==> src/rtl/ptc_pkg.sv <==
package ptc_pkg;
  typedef enum logic [1:0] {
    PRE_HOLD   = 2'd0,
    PRE_LOAD   = 2'd1,
    PRE_DEC    = 2'd2,
    PRE_RELOAD = 2'd3
  } pre_op_e;
endpackage

==> src/rtl/ptc_reload_reg.sv <==
module ptc_reload_reg #(
  parameter int W = 32
) (
  input  logic         clk,
  input  logic         rst_n,
  input  logic         wr_en,
  input  logic [W-1:0] wr_data,
  output logic [W-1:0] val_q
);
  logic [W-1:0] val_d;

  always_comb begin
    val_d = val_q;
    if (wr_en) val_d = wr_data;
  end

  always_ff @(posedge clk or negedge rst_n) begin
    if (!rst_n)     val_q <= '0;
    else if (wr_en) val_q <= val_d;
  end

  AST_RELOAD_WR: assert property (@(posedge clk) disable iff (!rst_n)
    wr_en |=> val_q == $past(wr_data));
  AST_RELOAD_HOLD: assert property (@(posedge clk) disable iff (!rst_n)
    !wr_en |=> $stable(val_q));
endmodule

==> src/rtl/ptc_prescaler.sv <==
module ptc_prescaler
  import ptc_pkg::*;
#(
  parameter int W = 32
) (
  input  logic         clk,
  input  logic         rst_n,
  input  logic         tick_en,
  input  logic         load_we,
  input  logic [W-1:0] load_val,
  input  logic [W-1:0] reload_val,
  output logic [W-1:0] pre_q,
  output logic         wrap_o
);
  localparam logic [W-1:0] ONE = W'(1);

  pre_op_e      op;
  logic [W-1:0] pre_d;
  logic         pre_en;
  logic         at_zero;

  assign at_zero = (pre_q == '0);

  always_comb begin
    if (load_we)      op = PRE_LOAD;
    else if (!tick_en) op = PRE_HOLD;
    else if (at_zero) op = PRE_RELOAD;
    else              op = PRE_DEC;
  end

  always_comb begin
    pre_d  = pre_q;
    wrap_o = 1'b0;
    unique case (op)
      PRE_LOAD:   pre_d = load_val;
      PRE_DEC:    pre_d = pre_q - ONE;
      PRE_RELOAD: begin
        pre_d  = reload_val;
        wrap_o = 1'b1;
      end
      default:    pre_d = pre_q;
    endcase
  end

  assign pre_en = (op != PRE_HOLD);

  always_ff @(posedge clk or negedge rst_n) begin
    if (!rst_n)      pre_q <= '0;
    else if (pre_en) pre_q <= pre_d;
  end

  AST_PRE_DEC: assert property (@(posedge clk) disable iff (!rst_n)
    (tick_en && !load_we && pre_q != '0) |=> pre_q == $past(pre_q) - ONE);
  AST_PRE_RELOAD: assert property (@(posedge clk) disable iff (!rst_n)
    (tick_en && !load_we && pre_q == '0) |=> pre_q == $past(reload_val));
  AST_PRE_HOLD: assert property (@(posedge clk) disable iff (!rst_n)
    (!tick_en && !load_we) |=> $stable(pre_q));
  AST_PRE_WR_PRIO: assert property (@(posedge clk) disable iff (!rst_n)
    load_we |=> pre_q == $past(load_val));
endmodule

==> src/rtl/ptc_upcount.sv <==
module ptc_upcount #(
  parameter int W = 32
) (
  input  logic         clk,
  input  logic         rst_n,
  input  logic         inc_en,
  input  logic         wr_en,
  input  logic [W-1:0] wr_data,
  output logic [W-1:0] cnt_q
);
  localparam logic [W-1:0] ONE = W'(1);

  logic [W-1:0] cnt_d;
  logic         cnt_en;

  always_comb begin
    cnt_d = cnt_q;
    if (wr_en)       cnt_d = wr_data;
    else if (inc_en) cnt_d = cnt_q + ONE;
  end

  assign cnt_en = wr_en | inc_en;

  always_ff @(posedge clk or negedge rst_n) begin
    if (!rst_n)      cnt_q <= '0;
    else if (cnt_en) cnt_q <= cnt_d;
  end

  AST_CNT_INC: assert property (@(posedge clk) disable iff (!rst_n)
    (inc_en && !wr_en) |=> cnt_q == $past(cnt_q) + ONE);
  AST_CNT_HOLD: assert property (@(posedge clk) disable iff (!rst_n)
    (!inc_en && !wr_en) |=> $stable(cnt_q));
  AST_CNT_WR_PRIO: assert property (@(posedge clk) disable iff (!rst_n)
    wr_en |=> cnt_q == $past(wr_data));
endmodule

==> src/rtl/presc_tick_counter.sv <==
module presc_tick_counter #(
  parameter int PRE_W = 32,
  parameter int CNT_W = 32
) (
  input  logic             clk,
  input  logic             rst_n,
  input  logic             tick_en,
  input  logic             reload_we,
  input  logic [PRE_W-1:0] reload_wdata,
  input  logic             pre_we,
  input  logic [PRE_W-1:0] pre_wdata,
  input  logic             cnt_we,
  input  logic [CNT_W-1:0] cnt_wdata,
  output logic [PRE_W-1:0] reload_rd,
  output logic [PRE_W-1:0] pre_rd,
  output logic [CNT_W-1:0] cnt_rd
);
  logic [PRE_W-1:0] reload_q;
  logic             wrap;

  ptc_reload_reg #(.W(PRE_W)) u_reload (
    .clk     (clk),
    .rst_n   (rst_n),
    .wr_en   (reload_we),
    .wr_data (reload_wdata),
    .val_q   (reload_q)
  );

  ptc_prescaler #(.W(PRE_W)) u_pre (
    .clk        (clk),
    .rst_n      (rst_n),
    .tick_en    (tick_en),
    .load_we    (pre_we),
    .load_val   (pre_wdata),
    .reload_val (reload_q),
    .pre_q      (pre_rd),
    .wrap_o     (wrap)
  );

  ptc_upcount #(.W(CNT_W)) u_cnt (
    .clk     (clk),
    .rst_n   (rst_n),
    .inc_en  (wrap),
    .wr_en   (cnt_we),
    .wr_data (cnt_wdata),
    .cnt_q   (cnt_rd)
  );

  assign reload_rd = reload_q;

  AST_WRAP_ONLY_ON_TICK: assert property (@(posedge clk) disable iff (!rst_n)
    wrap |-> (tick_en && !pre_we));
  AST_ZERO_RELOAD_STICKS: assert property (@(posedge clk) disable iff (!rst_n)
    (tick_en && !pre_we && pre_rd == '0 && reload_q == '0) |=> pre_rd == '0);
endmodule

==> config.mk <==
export PLATFORM = sky130hd
export DESIGN_NAME = presc_tick_counter
export DESIGN_NICKNAME = d
export VERILOG_FILES = /design/src/rtl/ptc_pkg.sv /design/src/rtl/ptc_reload_reg.sv /design/src/rtl/ptc_prescaler.sv /design/src/rtl/ptc_upcount.sv /design/src/rtl/presc_tick_counter.sv
export SDC_FILE = /design/constraint.sdc
export NUM_CORES = 1
export LEC_CHECK = 0
export CORE_AREA = 2 2 114 116
export CTS_CLUSTER_DIAMETER = 100
export CTS_CLUSTER_SIZE = 10
export DETAILED_ROUTE_END_ITERATION = 12
export DIE_AREA = 0 0 116 118
export PLACE_DENSITY = 0.8
export SLEW_MARGIN = 25
export SYNTH_ARGS = -nofsm -noshare
export SYNTH_HDL_FRONTEND = slang
export SYNTH_HIERARCHICAL = 1
export SYNTH_SLANG_ARGS = --single-unit
==> constraint.sdc <==
create_clock -name clk -period 6.9 [get_ports clk]
set_clock_uncertainty 0.1 [all_clocks]
set_input_delay 0.69 -clock clk [delete_from_list [all_inputs] [get_ports clk]]
set_output_delay 0.69 -clock clk [all_outputs]
set_load 0.005 [all_outputs]
Word-level counts from Yosys, hierarchy flattened

Index checks and enable logic that the tools add are counted.

Reductions and logical operators: 6
Bitwise operators: 1
Add/sub/neg operators: 2
Eq/ne operators: 3
Multiplexer cells: 7

Operators with widths:

| operator                                                              | number |
|---|---|
| 32-bit case mux with 3 select lines                                   | 1 |
| 32-bit two-way mux                                                    | 2 |
| 32-bit by 1-bit adder with 32-bit output, second input constant       | 1 |
| 32-bit logical NOT                                                    | 1 |
| 32-bit by 1-bit subtractor with 32-bit output, second input constant  | 1 |
| 2-bit equality test, second input constant                            | 2 |
| 2-bit two-way mux                                                     | 2 |
| 2-bit AND reduction                                                   | 2 |
| 2-bit nonzero test                                                    | 2 |
| 3-bit nonzero test                                                    | 1 |
| 2-bit by 1-bit equality test with 1-bit output, second input constant | 1 |
| 1-bit two-way mux                                                     | 2 |
| 1-bit OR                                                              | 1 |

Logic and storage cells: 22
Register bits: 96
Output and inout port bits: 96
Bits of input ports: 102

Logic depth before layout (Yosys ltp)

Depth after elaboration: 8
Depth in mapped cells: 12
Gate-level depth less buffers: 10

Cells and area by module

Netlist, hierarchy kept.

By module, submodules not included:

| module         | cells an instance | seq. area each (um^2) | times used | area an instance (um^2) |
|---|---|---|---|---|
| ptc_prescaler  | 286               | 800.8                 | 1          | 2293.4 |
| ptc_upcount    | 215               | 800.8                 | 1          | 1888.1 |
| ptc_reload_reg | 68                | 800.8                 | 1          | 1345.0 |

Worst setup path before layout

OpenSTA, ideal clock, no wires.

Path kind: reg2reg
Start: register u_pre.pre_q[17]
End: register u_cnt.cnt_q[21]
Arrival time: 3.749 ns
Required time: 6.718 ns
Clock period less this slack: 3.931 ns
Setup slack: 2.969 ns
Setup time: 0.082 ns
Path buffers: 2
Stages on the path, launching flop included: 11
Cells stage by stage: dfrtp_1 or3_1 or4_4 or3_4 nor3_1 buf_2 nand4_4 or4_1 buf_2 or4_1 a31oi_1

Word-level cells in the longest chain between the ends: 8
Elaborated cells on any way between the ends: 9
Those cells by class: 1 x eq/ne; 4 x mux; 1 x bitwise; 3 x reduce/logical

Ends and longest elaborated chain:

| item                                                                   | RTL line                 | text |
|---|---|---|
| from (decl)                                                            | ptc_prescaler.sv:12      | `output logic [W-1:0] pre_q,` |
| from (signal assigned)                                                 | ptc_prescaler.sv:49      | `else if (pre_en) pre_q <= pre_d;` |
| 32-bit logical NOT (*)                                                 | ptc_prescaler.sv:22      | `assign at_zero = (pre_q == '0);` |
| 1-bit two-way mux (*)                                                  | ptc_prescaler.sv:27      | `else if (at_zero) op = PRE_RELOAD;` |
| 2-bit two-way mux (*)                                                  | ptc_prescaler.sv:26      | `else if (!tick_en) op = PRE_HOLD;` |
| 2-bit two-way mux (*)                                                  | ptc_prescaler.sv:25      | `if (load_we) op = PRE_LOAD;` |
| 2-bit equality test (*)                                                | ptc_prescaler.sv:34      | `unique case (op)` |
| 1-bit two-way mux (*)                                                  | ptc_prescaler.sv:34      |  |
| named net wrap                                                         | presc_tick_counter.sv:19 | `logic wrap;` |
| 2-bit nonzero test (no source line) / 1-bit OR (equally long branches) | n/a                      |  |
| 2-bit AND reduction (no source line) (*)                               | n/a                      |  |
| to (signal assigned)                                                   | ptc_upcount.sv:26        | `else if (cnt_en) cnt_q <= cnt_d;` |
| to (decl)                                                              | ptc_upcount.sv:9         | `output logic [W-1:0] cnt_q` |

The timed path passes the listed nets; every way through them passes the cells marked *.
A chain may end at the register's enable or synchronous reset.

Worst setup path after layout

Start: register u_pre.pre_q[3]
End: register u_cnt.cnt_q[26]

The elaborated chain is that of the path after synthesis.

==> impl_metrics.tcl <==
set metrics [dict create \
    ys_ff_latch 96 \
    final_hold_viol_count 0 \
    hold_path.class "primary input to async pin" \
    cts_tree "built" \
    viasPerCell 5.87 \
    path_max_fanout 14 \
    synth_edf_count 0 \
    synth_area_mm2 0.00553 \
    arrival_ps 4710 \
    synth_top_family_by_area "simple AND/OR/NAND/NOR gates" \
    overflow 0 \
    synth-compound-area-share_pct 15.0 \
    intPower_uw 1130 \
    fillers 1058 \
    max_stage_delay_ps 700 \
    holdBufCountCts 0 \
    slew_headroom_pct 43.8 \
    post-cts-setup-buffers 0 \
    design.die.area_mm2 0.0137 \
    synthArstFlopShare_pct 100 \
    routedWlPerCell_um 19.4 \
    diodes 0 \
    synthFlopType "dfrtp_1" \
    period_needed_ps 4530 \
    wl_mm 18.0 \
    clkTransAtPathRegs_ps 70 \
    yosysUniqueCellTypes 60 \
    pwr-share-seq_pct 44.1 \
    antenna_found_initial 0 \
    final.period_utilization_pct 65.6 \
    pwr-share-comb_pct 23.0 \
    synth_nets 673 \
    drc 0 \
    power_leakage_uw 0.00306 \
    vias 5439 \
    max-cap-violations 0 \
    place.detailed.hpwl_mm 12.9 \
    first_pass_iters 5 \
    grt_pass1_vias 5388 \
    start_util_pct 44.5 \
    gr-usage-met1_pct 33.5 \
    num_rows 41 \
    clock_sinks 96 \
    endpoint_kind "register" \
    gp_congestion 0.938 \
    drive_gt1_share_pct 9.68 \
    pre_cts_ws_ps 2170 \
    core-area_mm2 0.0124 \
    tightest_slew_ps 842 \
    finalSetupViolations 0 \
    clock_latency_ps 360 \
    yosys.area_share.adder_pct 0.453 \
    cts_max_level 3 \
    seq_area_frac_synth_pct 43.5 \
    grt_max_degree 61 \
    cts_repair_resize_count 0 \
    synth_xor_xnor_area_share_pct 4.91 \
    hold_slack_ps 185 \
    clkPwrFrac_pct 33.0 \
    crit_slowest_cell "or4b_2" \
    fin_setup_tns_ps 0 \
    cts-buffers-inserted 9 \
    syn_to_final_growth_pct 42.4 \
    yosysWarnings 6 \
    yosys.area_share.simple_pct 21.6 \
    max_freq_ghz 0.221 \
    grtUsageMet2_pct 41.0 \
    muxShareOfSynthArea_pct 10.3 \
    die_h_um 118 \
    grt_busiest_layer "met2" \
    fin_nets 853 \
    cts-root-buf "clkbuf_16" \
    drtIter0Drc 492 \
    p_switching_uw 458 \
    portBuffers 197 \
    start_kind "register" \
    setup_ws_ps 2370 \
    met3_usage_pct 7.36 \
    required_ps 7080 \
    grt_pass1_wl_mm 28.1 \
    multiInputGateArea_mm2 0.00290 \
    synth_cells 569 \
    switching_share_pct 28.9 \
    ff_latch_area_mm2 0.00240 \
    irDropWorstVdd_mv 0.126 \
    pwr_density_cell_mw_per_mm2 201 \
    cts_buffer_depth 2 \
    maxSlewViolCount 0 \
    status "finished, final reports clean" \
    synth.avg_cell_area_um2 9.71 \
    crit_path_cell_trace "nor4_2, nand2_1, or3_4, nor3_2, buf_4, nand3_1, or3_1, or4b_2, a31oi_1" \
    rsz0062_at_grt "false" \
    ios 198 \
    fp.dieW_um 116 \
    grt_use_total_pct 26.0 \
    drtAntennaViolNets 0 \
    path_class "register to register" \
]
-- cell type report --
type / instances / share of cell area [%]
Clock buffer: 9 / 2.86
Tap cell: 172 / 2.73
Timing Repair Buffer: 201 / 25.4
Multi-Input combinational cell: 427 / 36.8
Clock inverter: 7 / 1.00
Sequential cell: 96 / 30.5
Inverter: 14 / 0.668
-- registers in the layout (all words and copies together), names as in the netlist --
name            cells
u_cnt/cnt_q        32
u_pre/pre_q        32
u_reload/val_q     32
-- logic make-up (layout without fill, tap and decap cells) --
family	after synthesis	in the layout
xor+xnor	31	31
flops	96	96
mux	41	41
buf+inv	46	231
compound gates	129	129
fa+ha+maj	2	2
simple gates	224	224
-- metal layers --
layer	up-vias	share of wire [%]
met5	-	0
met1	2591	40
li1	2466	-
met3	51	9.6
met2	331	47
met4	0	3.3
-- synthesized netlist by cell type (11+ instances only) --
cell type	n	area (um2)
nand2_1	70	263
and3_1	11	68.8
nor2_1	32	120
a31oi_1	16	100
nand3_1	17	85.1
nor4_1	13	81.3
inv_1	14	52.6
xnor2_1	21	184
dfrtp_1	96	2400
mux2_4	30	450
nand4_1	11	68.8
clkbuf_1	23	86.3
o31ai_1	11	82.6
a21oi_1	26	130
o21ai_0	29	145
nor3_1	24	120
-- worst paths after layout --
check                           slack (ps)                 end  depth (start not counted)               start
worst min register to register         420     u_pre/pre_q[18]                          2  u_reload/val_q[18]
worst max-delay path                  2370     u_cnt/cnt_q[26]                          9      u_pre/pre_q[3]
max in group asynchronous             5360     u_cnt/cnt_q[23]                          2               rst_n
min in group clk                       420     u_pre/pre_q[18]                          2  u_reload/val_q[18]
worst min-delay path                   190  u_reload/val_q[13]                          1               rst_n
worst max register to register        2370     u_cnt/cnt_q[26]                          9      u_pre/pre_q[3]
-- metrics by stage --
| step | utilization [%] | total power (uW) | instances | cell area, um2 |
|---|---|---|---|---|
| floorplan | - | 836 | 569 | 5530 |
| global placement | 60.9 | 1060 | 910 | 7560 |
| detailed placement | 60.9 | 1070 | 910 | 7560 |
| CTS | 63.4 | 1590 | 926 | 7870 |
| global route | 63.4 | 1650 | 926 | 7870 |
| finish | 63.4 | 1580 | 926 | 7870 |
-- power by group through the flow --
stage | Sequential [uW] | Clock [uW] | Combinational, uW
after floorplan | 691 | 0 | 145
after global placement | 703 | 0 | 353
after detailed placement | 706 | 0 | 361
after CTS | 697 | 529 | 364
after global routing | 708 | 556 | 390
final | 698 | 523 | 364
-- worst max-delay path, delay by kind of cell (launching register included) --
kind            cells  cell delay [ps]
compound gates      1              200
buf+inv             1              330
flops               1              460
simple gates        7             3330
-- cells in the final DEF (no fill, tap or decap), drive strengths merged, types with 11 or more instances in the layout --
cell type | Yosys | routed
or4 | 12 | 12
dfrtp | 96 | 96
nor4 | 15 | 15
clkdlybuf4s50 | 0 | 195
xnor2 | 21 | 21
o21ai | 29 | 29
mux2 | 35 | 35
nor3 | 24 | 24
and3 | 13 | 13
o31ai | 11 | 11
nor2 | 32 | 32
nand3 | 17 | 17
nand4 | 12 | 12
nand2 | 70 | 70
inv | 14 | 16
a21oi | 26 | 26
a31oi | 16 | 16
No activity file was read; power rests on OpenSTA's default activity.
